--- src/rtl/sp_xfer_pkg.sv ---
package sp_xfer_pkg;
  typedef struct packed {
    logic loadStart;
    logic loadPair;
    logic copyOut;
    logic push;
    logic pop;
    logic fault;
  } spCtrl_t;
endpackage

--- src/rtl/sp_xfer_ctrl.sv ---
module sp_xfer_ctrl
  import sp_xfer_pkg::*;
#(
  parameter int FLAG_COUNT    = 8,
  parameter bit ALLOW_MOVE    = 1'b1,
  parameter int XFER_FLAG     = 4,
  parameter bit SUPERVISOR_EN = 1'b1
) (
  input  logic                  rspStrobe,
  input  logic                  pushStrobe,
  input  logic                  popStrobe,
  input  logic [FLAG_COUNT-1:0] flags,
  input  logic                  iBit,
  output spCtrl_t               ctrl
);
  logic rspActive;
  logic dirFlag;
  logic stackOnly;

  generate
    if (SUPERVISOR_EN) begin : g_sup
      assign rspActive = rspStrobe & iBit;
    end else begin : g_nosup
      assign rspActive = rspStrobe;
    end
  endgenerate

  generate
    if (ALLOW_MOVE) begin : g_move
      assign dirFlag = flags[XFER_FLAG];
    end else begin : g_fixed
      assign dirFlag = 1'b0;
    end
  endgenerate

  assign stackOnly = ~rspActive;

  always_comb begin
    ctrl = '0;
    if (rspActive) begin
      if (!ALLOW_MOVE)   ctrl.loadStart = 1'b1;
      else if (dirFlag)  ctrl.loadPair  = 1'b1;
      else               ctrl.copyOut   = 1'b1;
    end
    if (stackOnly) begin
      ctrl.fault = pushStrobe & popStrobe;
      ctrl.push  = pushStrobe & ~popStrobe;
      ctrl.pop   = popStrobe & ~pushStrobe;
    end
  end
endmodule

--- src/rtl/sp_xfer_dp.sv ---
module sp_xfer_dp
  import sp_xfer_pkg::*;
#(
  parameter int              WIDTH      = 16,
  parameter logic [WIDTH-1:0] START_ADDR = 16'h0FF0
) (
  input  logic             clk,
  input  logic             rstN,
  input  spCtrl_t          ctrl,
  input  logic [WIDTH-1:0] pairIn,
  output logic [WIDTH-1:0] stackPtr,
  output logic [WIDTH-1:0] memAddr,
  output logic [WIDTH-1:0] pairOut,
  output logic             pairWrite,
  output logic             stackFault
);
  localparam logic [WIDTH-1:0] ONE = WIDTH'(1);

  logic [WIDTH-1:0] spNext;

  always_comb begin
    spNext = stackPtr;
    if (ctrl.loadStart)     spNext = START_ADDR;
    else if (ctrl.loadPair) spNext = pairIn;
    else if (ctrl.push)     spNext = stackPtr - ONE;
    else if (ctrl.pop)      spNext = stackPtr + ONE;
  end

  assign memAddr = ctrl.pop ? stackPtr + ONE : stackPtr;

  always_ff @(posedge clk or negedge rstN) begin
    if (!rstN) begin
      stackPtr   <= START_ADDR;
      pairOut    <= '0;
      pairWrite  <= 1'b0;
      stackFault <= 1'b0;
    end else begin
      stackPtr   <= spNext;
      pairWrite  <= ctrl.copyOut;
      stackFault <= ctrl.fault;
      if (ctrl.copyOut) pairOut <= stackPtr;
    end
  end

  p_push_dec_r7: assert property (@(posedge clk) disable iff (!rstN)
    ctrl.push |=> stackPtr == $past(stackPtr) - ONE);
  p_pop_inc_r8: assert property (@(posedge clk) disable iff (!rstN)
    ctrl.pop |=> stackPtr == $past(stackPtr) + ONE);
  p_fault_hold_r9: assert property (@(posedge clk) disable iff (!rstN)
    ctrl.fault |=> (stackPtr == $past(stackPtr)) && stackFault);
  p_copy_out_r4: assert property (@(posedge clk) disable iff (!rstN)
    ctrl.copyOut |=> pairWrite && (pairOut == $past(stackPtr)) && (stackPtr == $past(stackPtr)));
  p_wb_pulse_r4: assert property (@(posedge clk) disable iff (!rstN)
    !ctrl.copyOut |=> !pairWrite);
  p_load_pair_r5: assert property (@(posedge clk) disable iff (!rstN)
    ctrl.loadPair |=> stackPtr == $past(pairIn));
endmodule

--- src/rtl/sp_xfer_unit.sv ---
module sp_xfer_unit
  import sp_xfer_pkg::*;
#(
  parameter int              WIDTH         = 16,
  parameter int              FLAG_COUNT    = 8,
  parameter logic [WIDTH-1:0] START_ADDR    = 16'h0FF0,
  parameter bit              ALLOW_MOVE    = 1'b1,
  parameter int              XFER_FLAG     = 4,
  parameter bit              SUPERVISOR_EN = 1'b1
) (
  input  logic                  clk,
  input  logic                  rstN,
  input  logic                  rspStrobe,
  input  logic                  pushStrobe,
  input  logic                  popStrobe,
  input  logic [FLAG_COUNT-1:0] flags,
  input  logic                  iBit,
  input  logic [WIDTH-1:0]      pairIn,
  output logic [WIDTH-1:0]      stackPtr,
  output logic [WIDTH-1:0]      memAddr,
  output logic [WIDTH-1:0]      pairOut,
  output logic                  pairWrite,
  output logic                  stackFault
);
  spCtrl_t ctrl;

  sp_xfer_ctrl #(
    .FLAG_COUNT(FLAG_COUNT), .ALLOW_MOVE(ALLOW_MOVE),
    .XFER_FLAG(XFER_FLAG), .SUPERVISOR_EN(SUPERVISOR_EN)
  ) u_ctrl (
    .rspStrobe(rspStrobe), .pushStrobe(pushStrobe), .popStrobe(popStrobe),
    .flags(flags), .iBit(iBit), .ctrl(ctrl)
  );

  sp_xfer_dp #(.WIDTH(WIDTH), .START_ADDR(START_ADDR)) u_dp (
    .clk(clk), .rstN(rstN), .ctrl(ctrl), .pairIn(pairIn),
    .stackPtr(stackPtr), .memAddr(memAddr), .pairOut(pairOut),
    .pairWrite(pairWrite), .stackFault(stackFault)
  );

  p_sup_block_r6: assert property (@(posedge clk) disable iff (!rstN)
    (SUPERVISOR_EN && rspStrobe && !iBit && !pushStrobe && !popStrobe)
      |=> (stackPtr == $past(stackPtr)) && !pairWrite);
  p_rsp_wins_r10: assert property (@(posedge clk) disable iff (!rstN)
    (rspStrobe && (!SUPERVISOR_EN || iBit)) |=> !stackFault);
endmodule

--- config.mk ---
export PLATFORM = sky130hd
export DESIGN_NAME = sp_xfer_unit
export DESIGN_NICKNAME = d
export VERILOG_FILES = /design/src/rtl/sp_xfer_pkg.sv /design/src/rtl/sp_xfer_ctrl.sv /design/src/rtl/sp_xfer_dp.sv /design/src/rtl/sp_xfer_unit.sv
export SDC_FILE = /design/constraint.sdc
export NUM_CORES = 1
export LEC_CHECK = 0
export ABC_AREA = 1
export BUFFER_PORTS_ARGS = -buffer_cell sky130_fd_sc_hd__buf_4
export CORE_UTILIZATION = 35
export CTS_CLUSTER_DIAMETER = 100
export DETAILED_ROUTE_END_ITERATION = 6
export GPL_TIMING_DRIVEN = 0
export RECOVER_POWER = 100
export SLEW_MARGIN = 25
export SYNTH_ARGS = -nofsm -noshare
export SYNTH_HDL_FRONTEND = slang
export SYNTH_HIERARCHICAL = 1
export SYNTH_SLANG_ARGS = --single-unit
--- constraint.sdc ---
create_clock -name clk -period 3.52 [get_ports clk]
set_input_delay 0.352 -clock clk [delete_from_list [all_inputs] [get_ports clk]]
set_output_delay 0.352 -clock clk [all_outputs]
set_load 0.02 [all_outputs]
## Yosys cells after proc, flatten, opt, wreduce, memory -nomap -nowiden

Index checks and enable logic that the tools add are counted.

- Add/subtract/negate cells: 2
- Multiplexer cells: 7
- Bitwise gates (word level): 6

Operators with widths:

| kind | count |
|---|---|
| two-way mux 16 bit | 3 |
| adder 16 x 1 -> 16 bit (second input constant) | 1 |
| subtractor 16 x 1 -> 16 bit (second input constant) | 1 |
| bitwise AND 1 bit | 4 |
| two-way mux 3 bit | 1 |
| two-way mux 1 bit | 2 |
| two-way mux 2 bit | 1 |
| inverter 1 bit | 2 |

- Bits in registers: 34
- Input port bits: 30
- Output and inout bits: 50
- Word-level logic and storage cells: 19

## Longest topological paths before layout

- Depth after elaboration: 6
- Mapped depth: 13
- Depth with buffers taken out: 12

## Modules after synthesis

The synthesis kept the hierarchy.

Modules (own cells, without submodules):

| module | instances | cells an instance | area each (um^2) | sequential area each (um^2) |
|---|---|---|---|---|
| sp_xfer_dp | 1 | 331 | 2237.1 | 860.8 |
| sp_xfer_ctrl | 1 | 15 | 62.6 | 0.0 |

## Worst setup path before layout

Ideal clock, no wire load.

- Path kind: reg2out
- From: reg u_dp.stackPtr[4]
- To: out memAddr[7]
- Data arrival time: 1510 ps
- Required time: 3168 ps
- Slack: 1658 ps
- Cell stages (with the launch flop): 6
- Cell sequence: dfstp_2 > buf_2 > nand2_1 > nor2_2 > nand2_1 > xor2_1

- Longest elaborated chain between the ends: 2

Ends and longest elaborated chain:

| what | line | RTL |
|---|---|---|
| start, declared | sp_xfer_dp.sv:11 | `output logic [WIDTH-1:0] stackPtr,` |
| start signal, assigned | sp_xfer_dp.sv:38 | `stackPtr <= spNext;` |
| adder 16 x 1 -> 16 bit | sp_xfer_dp.sv:29 | `assign memAddr = ctrl.pop ? stackPtr + ONE : stackPtr;` |
| two-way mux 16 bit | - |  |
| end, declared | sp_xfer_unit.sv:20 | `output logic [WIDTH-1:0] memAddr,` |

Every way passes these cells.

## Worst setup path after layout

- From: reg u_dp.stackPtr[5]
- To: out memAddr[8]

Same word-level chain as after synthesis.

==> impl_results.md <==
* RR Endpoint: u_dp/stackPtr[8]
* H-Tree Level Count at 2
* CTS sink count at 34
* Initial DRC count at 214
* Vias in the first global route at roughly 2300
* Max Cap Violations at 1
* Worst hold path type: in2reg
* Post-Syn Area at around 2300 um^2
* CTS Buffer Depth at 2
* Pre-CTS setup slack at between 1 and 1.5 ns
* Leak at 1.35 nW
* Peak VDD IR at 0.000206 V
* GRT Total Usage at 20.8%
* Fmax at ~0.37 GHz
* Initial antenna violation count at 0
* Multi-input gate area at 1200 um^2
* Clock Pin Slew Worst Setup and Hold Paths at 0.08 ns
* Final hold slack at 0.291 ns
* Post-CTS setup buffer count at 0
* Grt total ovfl at 0
* #FFs+latches synth at 34
* Max_slew headroom at -21.6%
* Commonest cells after routing, fill and taps aside: nand2_1 (86), nor2_1 (68), clkbuf_1 (55)
* Core region area at roughly 6300 um^2
* Seq/Total Area, Yosys at 37.4%
* Cells after synthesis at approximately 350
* Register Area at 861 um^2
* Area leader, netlist: dfrtp_1
* Reg-to-reg startpoint: u_dp/stackPtr[5]
* Chip Width at 83.1 um
* Outcome: finished with violations
* Max Clock Skew at 0.0106 ns
* Net count, final at 457
* Crit path arrival time at roughly 2.4 ns
* Netlist cell types at 26
* RSZ-0062 raised after global routing: no
* Min Tclk post-route at between 2 and 3 ns
* Setup crit end: memAddr[8]
* Post-CTS resize count at 0
* Worst-Margin Slew at between 1.5 and 2 ns
* Commonest non-fill, non-tap cell in the layout: nand2_1
* DR WL/cell at 13.7 um
* CP max-delay cell: nor3_1
* Synth Area per Inst at 6.65 um^2
* Syn. warnings at 6
* Dpl hpwl at 5230 um
* Share of the synthesized area in the top cell type at roughly 28%
* Area delta synth->final at 23.3%
* Final worst slack at 0.819 ns
* Worst path required time at 3.17 ns
* Final Slew Violations at 35
* CTS Buf Count at 5
* Clock Latency Late Sink at 0.28 ns
* Worst reg2reg path depth at 8
* Max stage delay on crit path at ~0.57 ns
* Boundary Pins at 80
* Hold_buf cts at 0
* Final hold vios at 0
* Syn nets at 378
* Via count at 2495
* CP max FO at 8
* Root Driver: clkbuf_8
* Die area at 6900 um^2
* Post-Route WL at 6870 um
* # setup viols final at 0
* Drt first pass iters at 5
* Drt drc at 0
* Worst path most repeated cell: nand2_1
* First-pass GRT wire length at 11500 um
* N_diodes at 0
* CTS tree: built
* Largest net degree at the start of global routing at 35
* Setup TNS Final at 0 ns
* Gp weighted congestion at 0.848
* Utilization after layout at 44.7%
* Share of cells above drive strength 1 at about an eighth
* Initial core utilization at a little over a third
* Critical-path cell list: buf_2, nand2_1, nor3_1, nand2_1, xor2_1, inv_1, clkbuf_1
* CP endpoint kind: primary output
* Failing checks: max-capacitance violations, max-slew violations
* CP Class: reg2out
* Row count at 29
* R2R setup slack at roughly 1.4 ns
* Filler cells at 723
* Worst Setup SP: u_dp/stackPtr[5]
* Vias per cell at 4.96
* Chip height at 83.1 um
* Port Buffers at 72
* Post-route clock period utilization at around 77%
* Synth top area cells: dfrtp_1 (28%), nand2_1 (14%), nor2_1 (11%)
* Final antenna-violating net count at 0
* Power Dens Cells at 385 nW/um^2
* Startpoint types: flop
-- worst min-delay path by stage --
stage,startpoint,to,slack (ns),cells after the start
floorplan,rstN,u_dp/pairOut[0],0.06,0
global route,pairIn[10],u_dp/stackPtr[10],0.29,3
CTS,rstN,u_dp/stackPtr[0],0.03,1
detailed placement,rstN,u_dp/pairOut[12],0.33,1
finish,pairIn[4],u_dp/stackPtr[4],0.29,3
global placement,rstN,u_dp/pairOut[14],0.33,1
-- worst max-delay path: cells and delay by family, from the launching register on --
| family | cells | cell delay (ns) |
|---|---|---|
| flip-flops | 1 | 0.54 |
| AND/OR/NAND/NOR | 3 | 0.81 |
| XOR/XNOR | 1 | 0.26 |
| buffers and inverters | 3 | 0.47 |
-- Yosys cell counts (all sizes together) --
master	instances
a21o	1
a21oi	28
buf	9
inv	36
and2	1
mux2	2
dfrtp	26
o21ai	12
nor2	70
nand3	30
ha	2
xor2	13
nor3	3
dfstp	8
nand2	87
a311oi	1
conb	1
o211ai	2
clkbuf	8
nand4	6
-- cell type report --
type                    count  share of cell area, %
repair buffers             72                   13.2
well taps                  77                   3.40
plain buffers              17                   2.65
clock buffers               7                   3.04
clock inverters             1                  0.176
inverters                  36                   4.76
flip-flops and latches     34                   30.3
multi-input cells         259                   42.4
-- routing by layer --
layer	track usage (%)	vias up	wire length, um	part of all wire (%)
li1	-	1244	-	-
met1	29.7	1144	3220	47
met2	32.6	97	3110	45
met3	2.98	10	423	6.2
met4	6.11	0	121	1.8
met5	0	-	0	0
-- registers in the layout, summed over array words and instances, names as in the netlist --
signal	flops
u_dp/stackPtr	16
u_dp/pairOut	16
u_dp/stackFault	1
u_dp/pairWrite	1
-- stage by stage --
| stage | instance area, um^2 | power [mW] | cells |
|---|---|---|---|
| CTS | 3030 | 1.15 | 503 |
| detailed placement | 2940 | 0.849 | 495 |
| finish | 2840 | 1.09 | 503 |
| floorplan | 2300 | 0.687 | 346 |
| global route | 2840 | 1.16 | 503 |
| global placement | 2940 | 0.844 | 495 |
-- power by group --
group	leakage, nW	internal (mW)	switching [mW]
combinational	0.915	0.100	0.221
sequential	0.383	0.436	0.0376
clock	0.0482	0.158	0.140
-- cell families (layout without fill, tap and decap cells) --
kind of cell | count (synthesis) | in the layout | synth area share, %
and+or+nand+nor | 197 | 197 | 36.0
buffers and inverters | 53 | 133 | 9.36
AOI/OAI and AO/OA | 44 | 44 | 10.1
DFF | 34 | 34 | 37.4
xor gates and xnor gates | 13 | 13 | 4.95
adders and majority gates | 2 | 2 | 1.09
muxes | 2 | 2 | 0.979
other | 1 | 1 | 0.163
No activity file was read; power rests on OpenSTA's default activity.
